--- src/rtl/dct_pkg.sv ---
package dct_pkg;

    typedef enum logic [1:0] {
        ACT_NONE   = 2'b00,
        ACT_LOW    = 2'b01,
        ACT_HIGH   = 2'b10,
        ACT_TOGGLE = 2'b11
    } pin_act_e;

    localparam logic [1:0] MODE_CMP_OUT = 2'b00;

    localparam int FLAG_MATCH  = 0;
    localparam int FLAG_PERIOD = 1;
    localparam int NUM_FLAGS   = 2;

endpackage

--- src/rtl/dct_count.sv ---
module dct_count
    import dct_pkg::*;
#(
    parameter int CNT_W = 16,
    parameter int PER_W = 8
) (
    input  logic             clk,
    input  logic             rst_n,
    input  logic             tick_i,
    input  logic             en_i,
    input  logic [1:0]       mode_i,
    input  logic             clr_sel_i,
    input  logic [PER_W-1:0] period_i,
    input  logic [CNT_W-1:0] match_i,
    output logic             match_set_o,
    output logic             period_set_o
);

    typedef struct packed {
        logic [CNT_W-1:0] cnt;
    } cnt_state_t;

    cnt_state_t state_d, state_q;
    logic [CNT_W-1:0] nxt;
    logic             run, step, a_hit, p_hit;

    always_comb begin
        state_d = state_q;
        nxt     = state_q.cnt + 1'b1;
        run     = en_i && (mode_i == MODE_CMP_OUT);
        step    = run && tick_i;
        a_hit   = step && (match_i != '0) && (nxt == match_i);
        if (period_i == '0) begin
            p_hit = step && (&state_q.cnt);
        end else begin
            p_hit = step && (nxt[CNT_W-1 -: PER_W] == period_i);
        end
        if (!run) begin
            state_d.cnt = '0;
        end else if (tick_i) begin
            if ((clr_sel_i && a_hit) || (!clr_sel_i && p_hit)) begin
                state_d.cnt = '0;
            end else begin
                state_d.cnt = nxt;
            end
        end
        match_set_o  = a_hit;
        period_set_o = p_hit && !clr_sel_i;
    end

    always_ff @(posedge clk or negedge rst_n) begin
        if (!rst_n) begin
            state_q <= '0;
        end else begin
            state_q <= state_d;
        end
    end


    idle_count_zero_chk: assert property (@(posedge clk) disable iff (!rst_n)
        !en_i |=> state_q.cnt == '0);


    hold_without_tick_chk: assert property (@(posedge clk) disable iff (!rst_n)
        !tick_i |=> $stable(state_q.cnt) || (state_q.cnt == '0));


    zero_match_silent_chk: assert property (@(posedge clk) disable iff (!rst_n)
        (match_i == '0) |-> !match_set_o);


    no_period_event_chk: assert property (@(posedge clk) disable iff (!rst_n)
        clr_sel_i |-> !period_set_o);


    other_mode_idle_chk: assert property (@(posedge clk) disable iff (!rst_n)
        (mode_i != MODE_CMP_OUT) |-> !match_set_o && !period_set_o);

endmodule

--- src/rtl/dct_flag.sv ---
module dct_flag (
    input  logic clk,
    input  logic rst_n,
    input  logic set_i,
    input  logic clr_i,
    output logic flag_o
);

    typedef struct packed {
        logic flag;
    } flag_state_t;

    flag_state_t state_d, state_q;

    always_comb begin
        state_d      = state_q;
        state_d.flag = set_i || (state_q.flag && !clr_i);
        flag_o       = state_q.flag;
    end

    always_ff @(posedge clk or negedge rst_n) begin
        if (!rst_n) begin
            state_q <= '0;
        end else begin
            state_q <= state_d;
        end
    end


    flag_sticky_chk: assert property (@(posedge clk) disable iff (!rst_n)
        flag_o && !clr_i |=> flag_o);


    set_wins_chk: assert property (@(posedge clk) disable iff (!rst_n)
        set_i |=> flag_o);

endmodule

--- src/rtl/dct_pin.sv ---
module dct_pin
    import dct_pkg::*;
(
    input  logic       clk,
    input  logic       rst_n,
    input  logic       en_i,
    input  logic       init_lvl_i,
    input  logic [1:0] act_i,
    input  logic       match_set_i,
    output logic       pin_o
);

    typedef struct packed {
        logic pin;
        logic en_prev;
    } pin_state_t;

    pin_state_t state_d, state_q;
    logic       rise;

    always_comb begin
        state_d         = state_q;
        state_d.en_prev = en_i;
        rise            = en_i && !state_q.en_prev;
        if (rise) begin
            state_d.pin = init_lvl_i;
        end else if (match_set_i) begin
            case (pin_act_e'(act_i))
                ACT_LOW:    state_d.pin = 1'b0;
                ACT_HIGH:   state_d.pin = 1'b1;
                ACT_TOGGLE: state_d.pin = !state_q.pin;
                default:    state_d.pin = state_q.pin;
            endcase
        end
        pin_o = state_q.pin;
    end

    always_ff @(posedge clk or negedge rst_n) begin
        if (!rst_n) begin
            state_q <= '0;
        end else begin
            state_q <= state_d;
        end
    end


    enable_loads_level_chk: assert property (@(posedge clk) disable iff (!rst_n)
        en_i && !state_q.en_prev |=> pin_o == $past(init_lvl_i));


    pin_quiet_chk: assert property (@(posedge clk) disable iff (!rst_n)
        !match_set_i && !(en_i && !state_q.en_prev) |=> $stable(pin_o));


    pin_toggle_chk: assert property (@(posedge clk) disable iff (!rst_n)
        match_set_i && (act_i == ACT_TOGGLE) && state_q.en_prev |=> pin_o != $past(pin_o));

endmodule

--- src/rtl/dual_cmp_timer.sv ---
module dual_cmp_timer
    import dct_pkg::*;
#(
    parameter int CNT_W = 16,
    parameter int PER_W = 8
) (
    input  logic             clk,
    input  logic             rst_n,
    input  logic             tick_i,
    input  logic             en_i,
    input  logic [1:0]       mode_i,
    input  logic             clr_sel_i,
    input  logic [1:0]       act_i,
    input  logic             init_lvl_i,
    input  logic [PER_W-1:0] period_i,
    input  logic [CNT_W-1:0] match_i,
    input  logic             period_clr_i,
    input  logic             match_clr_i,
    output logic             pin_o,
    output logic             match_flag_o,
    output logic             period_flag_o
);

    logic [NUM_FLAGS-1:0] flag_set, flag_clr, flag_val;

    dct_count #(.CNT_W(CNT_W), .PER_W(PER_W)) i_count (
        .clk          (clk),
        .rst_n        (rst_n),
        .tick_i       (tick_i),
        .en_i         (en_i),
        .mode_i       (mode_i),
        .clr_sel_i    (clr_sel_i),
        .period_i     (period_i),
        .match_i      (match_i),
        .match_set_o  (flag_set[FLAG_MATCH]),
        .period_set_o (flag_set[FLAG_PERIOD])
    );

    assign flag_clr[FLAG_MATCH]  = match_clr_i;
    assign flag_clr[FLAG_PERIOD] = period_clr_i;

    for (genvar g = 0; g < NUM_FLAGS; g++) begin : g_flag
        dct_flag i_flag (
            .clk    (clk),
            .rst_n  (rst_n),
            .set_i  (flag_set[g]),
            .clr_i  (flag_clr[g]),
            .flag_o (flag_val[g])
        );
    end

    dct_pin i_pin (
        .clk         (clk),
        .rst_n       (rst_n),
        .en_i        (en_i),
        .init_lvl_i  (init_lvl_i),
        .act_i       (act_i),
        .match_set_i (flag_set[FLAG_MATCH]),
        .pin_o       (pin_o)
    );

    assign match_flag_o  = flag_val[FLAG_MATCH];
    assign period_flag_o = flag_val[FLAG_PERIOD];

endmodule

--- config.mk ---
export PLATFORM = sky130hd
export DESIGN_NAME = dual_cmp_timer
export DESIGN_NICKNAME = d
export VERILOG_FILES = /design/src/rtl/dct_pkg.sv /design/src/rtl/dct_count.sv /design/src/rtl/dct_flag.sv /design/src/rtl/dct_pin.sv /design/src/rtl/dual_cmp_timer.sv
export SDC_FILE = /design/constraint.sdc
export NUM_CORES = 1
export LEC_CHECK = 0
export ABC_AREA = 0
export BUFFER_PORTS_ARGS = -buffer_cell sky130_fd_sc_hd__buf_2
export CORE_UTILIZATION = 51
export CTS_CLUSTER_SIZE = 16
export DETAILED_ROUTE_END_ITERATION = 10
export PLACE_DENSITY = 0.85
export SETUP_SLACK_MARGIN = 0.3
export SLEW_MARGIN = 40
export SYNTH_ARGS = -nofsm -noshare
export SYNTH_HDL_FRONTEND = slang
export SYNTH_SLANG_ARGS = --single-unit
--- constraint.sdc ---
create_clock -name clk -period 2.6 [get_ports clk]
set_input_delay 0 -clock clk [delete_from_list [all_inputs] [get_ports clk]]
set_output_delay 0 -clock clk [all_outputs]
set_load 0.005 [all_outputs]
==> results.py, run 1 <==
metrics = {
    "floorplan": {
        "num_io_pins": 39,
        "fp-row-count": 22,
        "chipWidth_um": 66.3,
        "fp.dieH_um": 66.3,
        "die-area_um2": 4390,
        "start_util_pct": 55.4,
        "core-area_um2": 3800,
    },
    "setup_path": {
        "required_ps": 2760,
        "crit_arrival_ps": 3010,
        "rrSetupSlack_ps": -250,
        "r2r_cells": 12,
        "startpoint": "i_count.state_q[1]$_DFFE_PN0P_",
        "cp_max_fo": 11,
        "crit_end": "i_count.state_q[11]$_DFFE_PN0P_",
        "end_kind": "flop",
        "timing.rr.start": "i_count.state_q[1]$_DFFE_PN0P_",
        "crit_type": "reg2reg",
        "startpoint_type": "flop",
        "reg2reg_to": "i_count.state_q[11]$_DFFE_PN0P_",
    },
    "status": {
        "violations": "negative hold slack, negative setup slack",
        "outcome": "finished with violations",
    },
    "final_layout": {
        "drive_gt1_share_pct": 39.5,
        "multiInputGateArea_um2": 1560,
        "syn_to_final_growth_pct": 41.7,
        "final_util_pct": 78.6,
        "stdcell_area_um2": 2980,
        "regArea_um2": 505,
        "n_antenna_cell": 0,
        "nNetsFinal": 387,
        "fill_cells": 257,
    },
    "clocking": {
        "cts_tree": "yes",
        "cts_root_buf": "clkbuf_8",
        "clkTransAtPathRegs_ps": 90,
        "htreeDepth": 1,
        "insertion_delay_ps": 270,
        "cts-buffers-inserted": 3,
        "cts.sinks": 20,
        "cts_buffer_depth": 2,
    },
    "hold_path": {
        "whs_path_depth": 3,
        "hp-class": "in2reg",
    },
    "routing": {
        "ant_nets": 0,
        "vias": 2474,
        "drt-total-wl_um": 6900,
        "drt-vias-per-instance": 6.23,
        "drtIter0Drc": 201,
        "drc": 0,
        "firstDrtPassIters": 5,
        "avgRoutedWirePerCell_um": 17.4,
    },
    "placement": {
        "dp_hpwl_um": 5310,
        "placed_cell_area_um2": 2810,
        "globalplace.congestion": 0.992,
        "portBuffers": 38,
    },
    "logic_synthesis": {
        "yosys.cell_types.count": 59,
        "synth.top_cells.by_area": "dfrtp_1, xnor2_1, nand2_1",
        "netlist_instances": 256,
        "ys_ff_latch": 20,
        "synth_top_area_share_pct": 23.8,
        "yosys_warnings": 0,
        "syn-num-nets": 293,
        "synth_top_cell_by_area": "dfrtp_1",
        "netlist_area_um2": 2110,
        "synthArstFlopShare_pct": 100,
        "synth_area_per_cell_um2": 8.23,
        "synth_edf_count": 0,
        "yosys_most_used_dff": "dfrtp_1",
        "synth-seq-area-share_pct": 23.8,
    },
    "pwr": {
        "internal_power_mw": 0.509,
        "vdd_ir_drop_max_mv": 0.243,
        "pwr-share-seq_pct": 45.7,
        "p_switching_mw": 0.184,
        "p_comb_share_pct": 17.9,
        "p_clk_share_pct": 36.4,
        "swShare_pct": 26.5,
        "p_leak_nw": 1.34,
        "p_per_area_nw_per_um2": 232,
    },
    "timing": {
        "hold_violations": 1,
        "slew_headroom_pct": 67.9,
        "fin_ws_ps": -255,
        "fmax_mhz": 350,
        "drv_slew": 0,
        "setup_violations": 17,
        "whs_ps": -0.337,
        "tightest_slew_ps": 469,
        "min_period_ps": 2850,
        "fin_skew_ps": 8.51,
        "post-route-period-util_pct": 110,
        "rsz0062_at_grt": "true",
    },
    "grt": {
        "track_usage_pct": 34.2,
        "antenna_found_initial": 0,
        "grt_pass1_vias": 2414,
        "grt.overflow.total": 0,
        "grt_start_max_net_pins": 21,
        "grt_first_pass_wirelength_um": 11300,
    },
    "job": {
        "cap_violations": 0,
    },
}
## state kept, by name, summed over array words and instances, names as in the netlist
register	flops
g_flag.i_flag.flag_o	2
i_count.state_q	16
i_pin.pin_o	1
i_pin.state_q	1
## timing repair
item	4_1_cts	5_1_grt
gates resized for setup	3	9
hold buffers	4	0
hold endpoints to repair	23	0
endpoints found under the setup margin	18	18
pin swaps	1	2
buffers inserted	3	2
## critical path, stage by stage (launching register included)
cell and delay (ps):
dfrtp_2 450, ha_4 200, nand4_1 140, buf_4 170, nor2_4 40, and4_1 200
or4_1 460, or4_4 440, nor2_4 130, buf_12 150, buf_4 130, a2111oi_0 60
a21o_1 170
## layout by cell type (no fill, tap or decap), types with 8 or more instances in the layout
cell type  count
buf_2         38
buf_4         63
nor4_1         9
nand4_1        9
a21o_1        10
nand2_1       24
nand3_1        8
dfrtp_1       16
inv_1         11
xnor2_1       24
nor2_1        10
## cell type report
type / count / share of cell area [%]
multi-input combinational: 206 / 52.2
sequential: 20 / 16.9
clock buffer: 4 / 1.84
timing repair buffer: 108 / 25.6
inverter: 11 / 1.38
tap: 48 / 2.01
## kinds of logic (layout without fill, tap and decap cells)
group,count (synthesis),after routing,synth area share [%]
compound gates,53,53,19.6
xor+xnor,30,30,12.5
fa+ha+maj,1,1,0.594
buf+inv,30,123,6.89
flops,20,20,23.8
mux,3,3,1.54
simple gates,119,119,35.1
## Yosys cell counts, types with 2 or more instances
library cell   n
nand2_1       24
xnor2_1       24
dfrtp_1       20
nor2_1        12
nor4_1        12
inv_1         11
a21o_1        10
buf_2         10
a2111oi_0      9
nand3_1        9
nand4_1        9
or3_1          8
nand2b_1       7
nor3_1         6
xor2_1         6
and3_1         5
nor4b_1        5
o21ai_0        5
or4_1          4
a221oi_1       3
and4_1         3
buf_4          3
clkbuf_1       3
o31ai_1        3
a21oi_1        2
a22oi_1        2
a31oi_1        2
and2_1         2
mux2_2         2
nor4_4         2
o22ai_1        2
o2bb2ai_1      2
o41ai_1        2
or2_2          2
## through the flow
step	power, mW	setup WS, ps	cells	TNS [ps]
after global routing	0.718	-320	397	-4550
after global placement	0.432	-208	384	-2270
after floorplan	0.373	-79.4	256	-364
final	0.693	-255	397	-3390
after CTS	0.691	-211	395	-2740
after detailed placement	0.436	-219	384	-2490
## per-layer routing
layer / wire [um] / track usage (%) / vias up
met5: 0 / 0 / -
met4: 157 / 14.1 / 0
met3: 472 / 6.03 / 28
met2: 3220 / 55.7 / 128
met1: 3050 / 44.2 / 1166
li1: - / - / 1152
## power groups by stage
stage	registers, mW	clock network [mW]	logic [mW]
after global placement	0.323	0	0.110
after floorplan	0.323	0	0.0498
final	0.317	0.252	0.124
after global routing	0.317	0.266	0.135
after CTS	0.317	0.254	0.120
after detailed placement	0.323	0	0.113
## worst min path at each step
| stage | endpoint | from |
|---|---|---|
| global route | g_flag[0].i_flag.flag_o$_DFF_PN0_ | match_clr_i |
| floorplan | g_flag[0].i_flag.flag_o$_DFF_PN0_ | rst_n |
| CTS | g_flag[0].i_flag.flag_o$_DFF_PN0_ | match_clr_i |
| global placement | i_count.state_q[6]$_DFFE_PN0P_ | rst_n |
| detailed placement | i_count.state_q[6]$_DFFE_PN0P_ | rst_n |
| finish | g_flag[0].i_flag.flag_o$_DFF_PN0_ | match_clr_i |
No activity file was read; power rests on OpenSTA's default activity.
==> inputs of run 2 (changes only) <==
CTS_BUF_LIST = sky130_fd_sc_hd__clkbuf_16   (was unset)
==> results.py, run 2 (synthesis gave the netlist of run 1 again) <==
metrics = {
    "setup_path": {
        "end_kind": "flop",
        "required_ps": 2740,
        "critical-path-max-stage-delay_ps": 460,
        "cp_top_family": "simple AND/OR/NAND/NOR gates",
        "startpoint_type": "flop",
        "r2r_cells": 12,
        "crit_buf_inv": 3,
        "critical_path_depth": 12,
        "crit_type": "reg2reg",
        "crit_path_cell_trace": "ha_4, nand4_1, buf_4, nor2_4, and4_1, or4_1, or4_4, nor2_4, buf_12, buf_12, a2111oi_0, a21o_1",
        "cp_max_fo": 11,
        "crit_arrival_ps": 3040,
        "worst_path_max_delay_cell": "or4_1",
    },
    "grt": {
        "grt.overflow.total": 0,
        "grt_first_pass_wirelength_um": 11800,
        "antenna_found_initial": 0,
        "track_usage_pct": 36.1,
        "grt_pass1_vias": 2502,
        "grt_start_max_net_pins": 21,
    },
    "status": {
        "violations": "negative setup slack",
        "outcome": "finished with violations",
    },
    "final_layout": {
        "syn_to_final_growth_pct": 43.6,
        "largest_reg_flops": 16,
        "final_cell_mix": "buf_4, buf_2, xnor2_1, nand2_1, dfrtp_1",
        "regArea_um2": 507,
        "final_util_pct": 79.6,
        "multiInputGateArea_um2": 1570,
        "fill_cells": 246,
        "drive_gt1_share_pct": 40.4,
        "n_antenna_cell": 0,
        "final_cells": 397,
        "final_common_cell": "buf_4",
        "nNetsFinal": 387,
        "regMostFlops": "i_count.state_q",
    },
    "placement": {
        "portBuffers": 38,
        "dpl.cell_count": 384,
        "dp_hpwl_um": 5310,
        "globalplace.congestion": 0.992,
    },
    "clocking": {
        "insertion_delay_ps": 260,
        "cts_tree": "yes",
        "cts-buffers-inserted": 3,
        "cts_buffer_depth": 2,
        "cts_root_buf": "clkbuf_16",
        "clkTransAtPathRegs_ps": 70,
        "htreeDepth": 1,
        "cts.sinks": 20,
    },
    "routing": {
        "drc": 0,
        "drt-vias-per-instance": 6.31,
        "avgRoutedWirePerCell_um": 18.4,
        "ant_nets": 0,
        "drtIter0Drc": 187,
        "firstDrtPassIters": 5,
        "drt-total-wl_um": 7310,
        "vias": 2506,
    },
    "pwr": {
        "power.total_mw": 0.778,
        "p_per_area_nw_per_um2": 257,
        "vdd_ir_drop_max_mv": 0.261,
        "p_leak_nw": 1.34,
    },
    "floorplan": {
        "fp.dieH_um": 66.3,
        "die-area_um2": 4390,
        "core-area_um2": 3800,
        "start_util_pct": 55.4,
        "chipWidth_um": 66.3,
        "fp-row-count": 22,
        "num_io_pins": 39,
    },
    "timing": {
        "min_period_ps": 2900,
        "post-route-period-util_pct": 111,
        "whs_ps": 8.74,
        "fin_skew_ps": 11.4,
        "drv_slew": 0,
        "tightest_slew_ps": 505,
        "setup_violations": 17,
        "hold_violations": 0,
        "rsz0062_at_grt": "true",
        "slew_headroom_pct": 65.4,
        "fmax_mhz": 345,
        "fin_ws_ps": -297,
    },
    "hold_path": {
        "whs_path_depth": 3,
        "hp-class": "in2reg",
    },
    "job": {
        "cap_violations": 0,
    },
}
[run 2: changes by cell type in the layout (fill, tap and decap cells not counted), sizes merged]
cell	change
clkbuf	-1
clkinv	+1
[run 2: worst reg2reg max path, cell delays in order (launching register included)]
cell	delay, ps
dfrtp_2	450
ha_4	200
nand4_1	160
buf_4	170
nor2_4	40
and4_1	200
or4_1	460
or4_4	440
nor2_4	130
buf_12	140
buf_12	110
a2111oi_0	60
a21o_1	210
[run 2: final timing paths]
kind | start | end | slack, ps
min reg2reg | g_flag[0].i_flag.flag_o$_DFF_PN0_ | g_flag[0].i_flag.flag_o$_DFF_PN0_ | 480
min | match_clr_i | g_flag[0].i_flag.flag_o$_DFF_PN0_ | 9
max | i_count.state_q[1]$_DFFE_PN0P_ | i_count.state_q[4]$_DFFE_PN0P_ | -300
max reg2reg | i_count.state_q[1]$_DFFE_PN0P_ | i_count.state_q[4]$_DFFE_PN0P_ | -300
max in group asynchronous | rst_n | i_count.state_q[4]$_DFFE_PN0P_ | 2020
min in group asynchronous | rst_n | i_count.state_q[0]$_DFFE_PN0P_ | 230
[run 2: through the flow]
step	instance area (um^2)	setup TNS, ps	setup WS (ps)
2_1_floorplan	2190	-364	-79.4
3_3_place_gp	2810	-2270	-208
3_5_place_dp	2810	-2490	-219
4_1_cts	2960	-2650	-209
5_1_grt	3020	-4940	-337
6_report	3020	-3840	-297
[run 2: timing repair]
| item | in CTS | in global routing |
|---|---|---|
| endpoints found under the setup margin | 18 | 18 |
| pin swaps | 1 | 8 |
| hold buffers | 4 | 0 |
| buffers inserted | 4 | 1 |
| endpoints found under the hold margin | 23 | 0 |
| gates resized for setup | 2 | 13 |
| gates cloned | 0 | 0 |
[run 2: area by class of cell]
cell class / instances / share of cell area (%)
tap: 48 / 1.99
inverter: 11 / 1.37
multi-input combinational: 206 / 52.0
sequential: 20 / 16.8
clock buffer: 3 / 2.48
timing repair buffer: 108 / 25.2
clock inverter: 1 / 0.124
[run 2: power breakdown]
group | internal [mW] | switching, mW
sequential | 0.314 | 0.00285
clock | 0.206 | 0.131
combinational | 0.0590 | 0.0649
[run 2: layer usage]
layer	part of all wire [%]	GRT usage (%)	wire [um]	up-vias
li1	-	-	-	1148
met1	42	45.9	3080	1174
met2	45	58.7	3310	147
met3	8.0	6.55	586	37
met4	4.6	17.0	338	0
met5	0	0	0	-
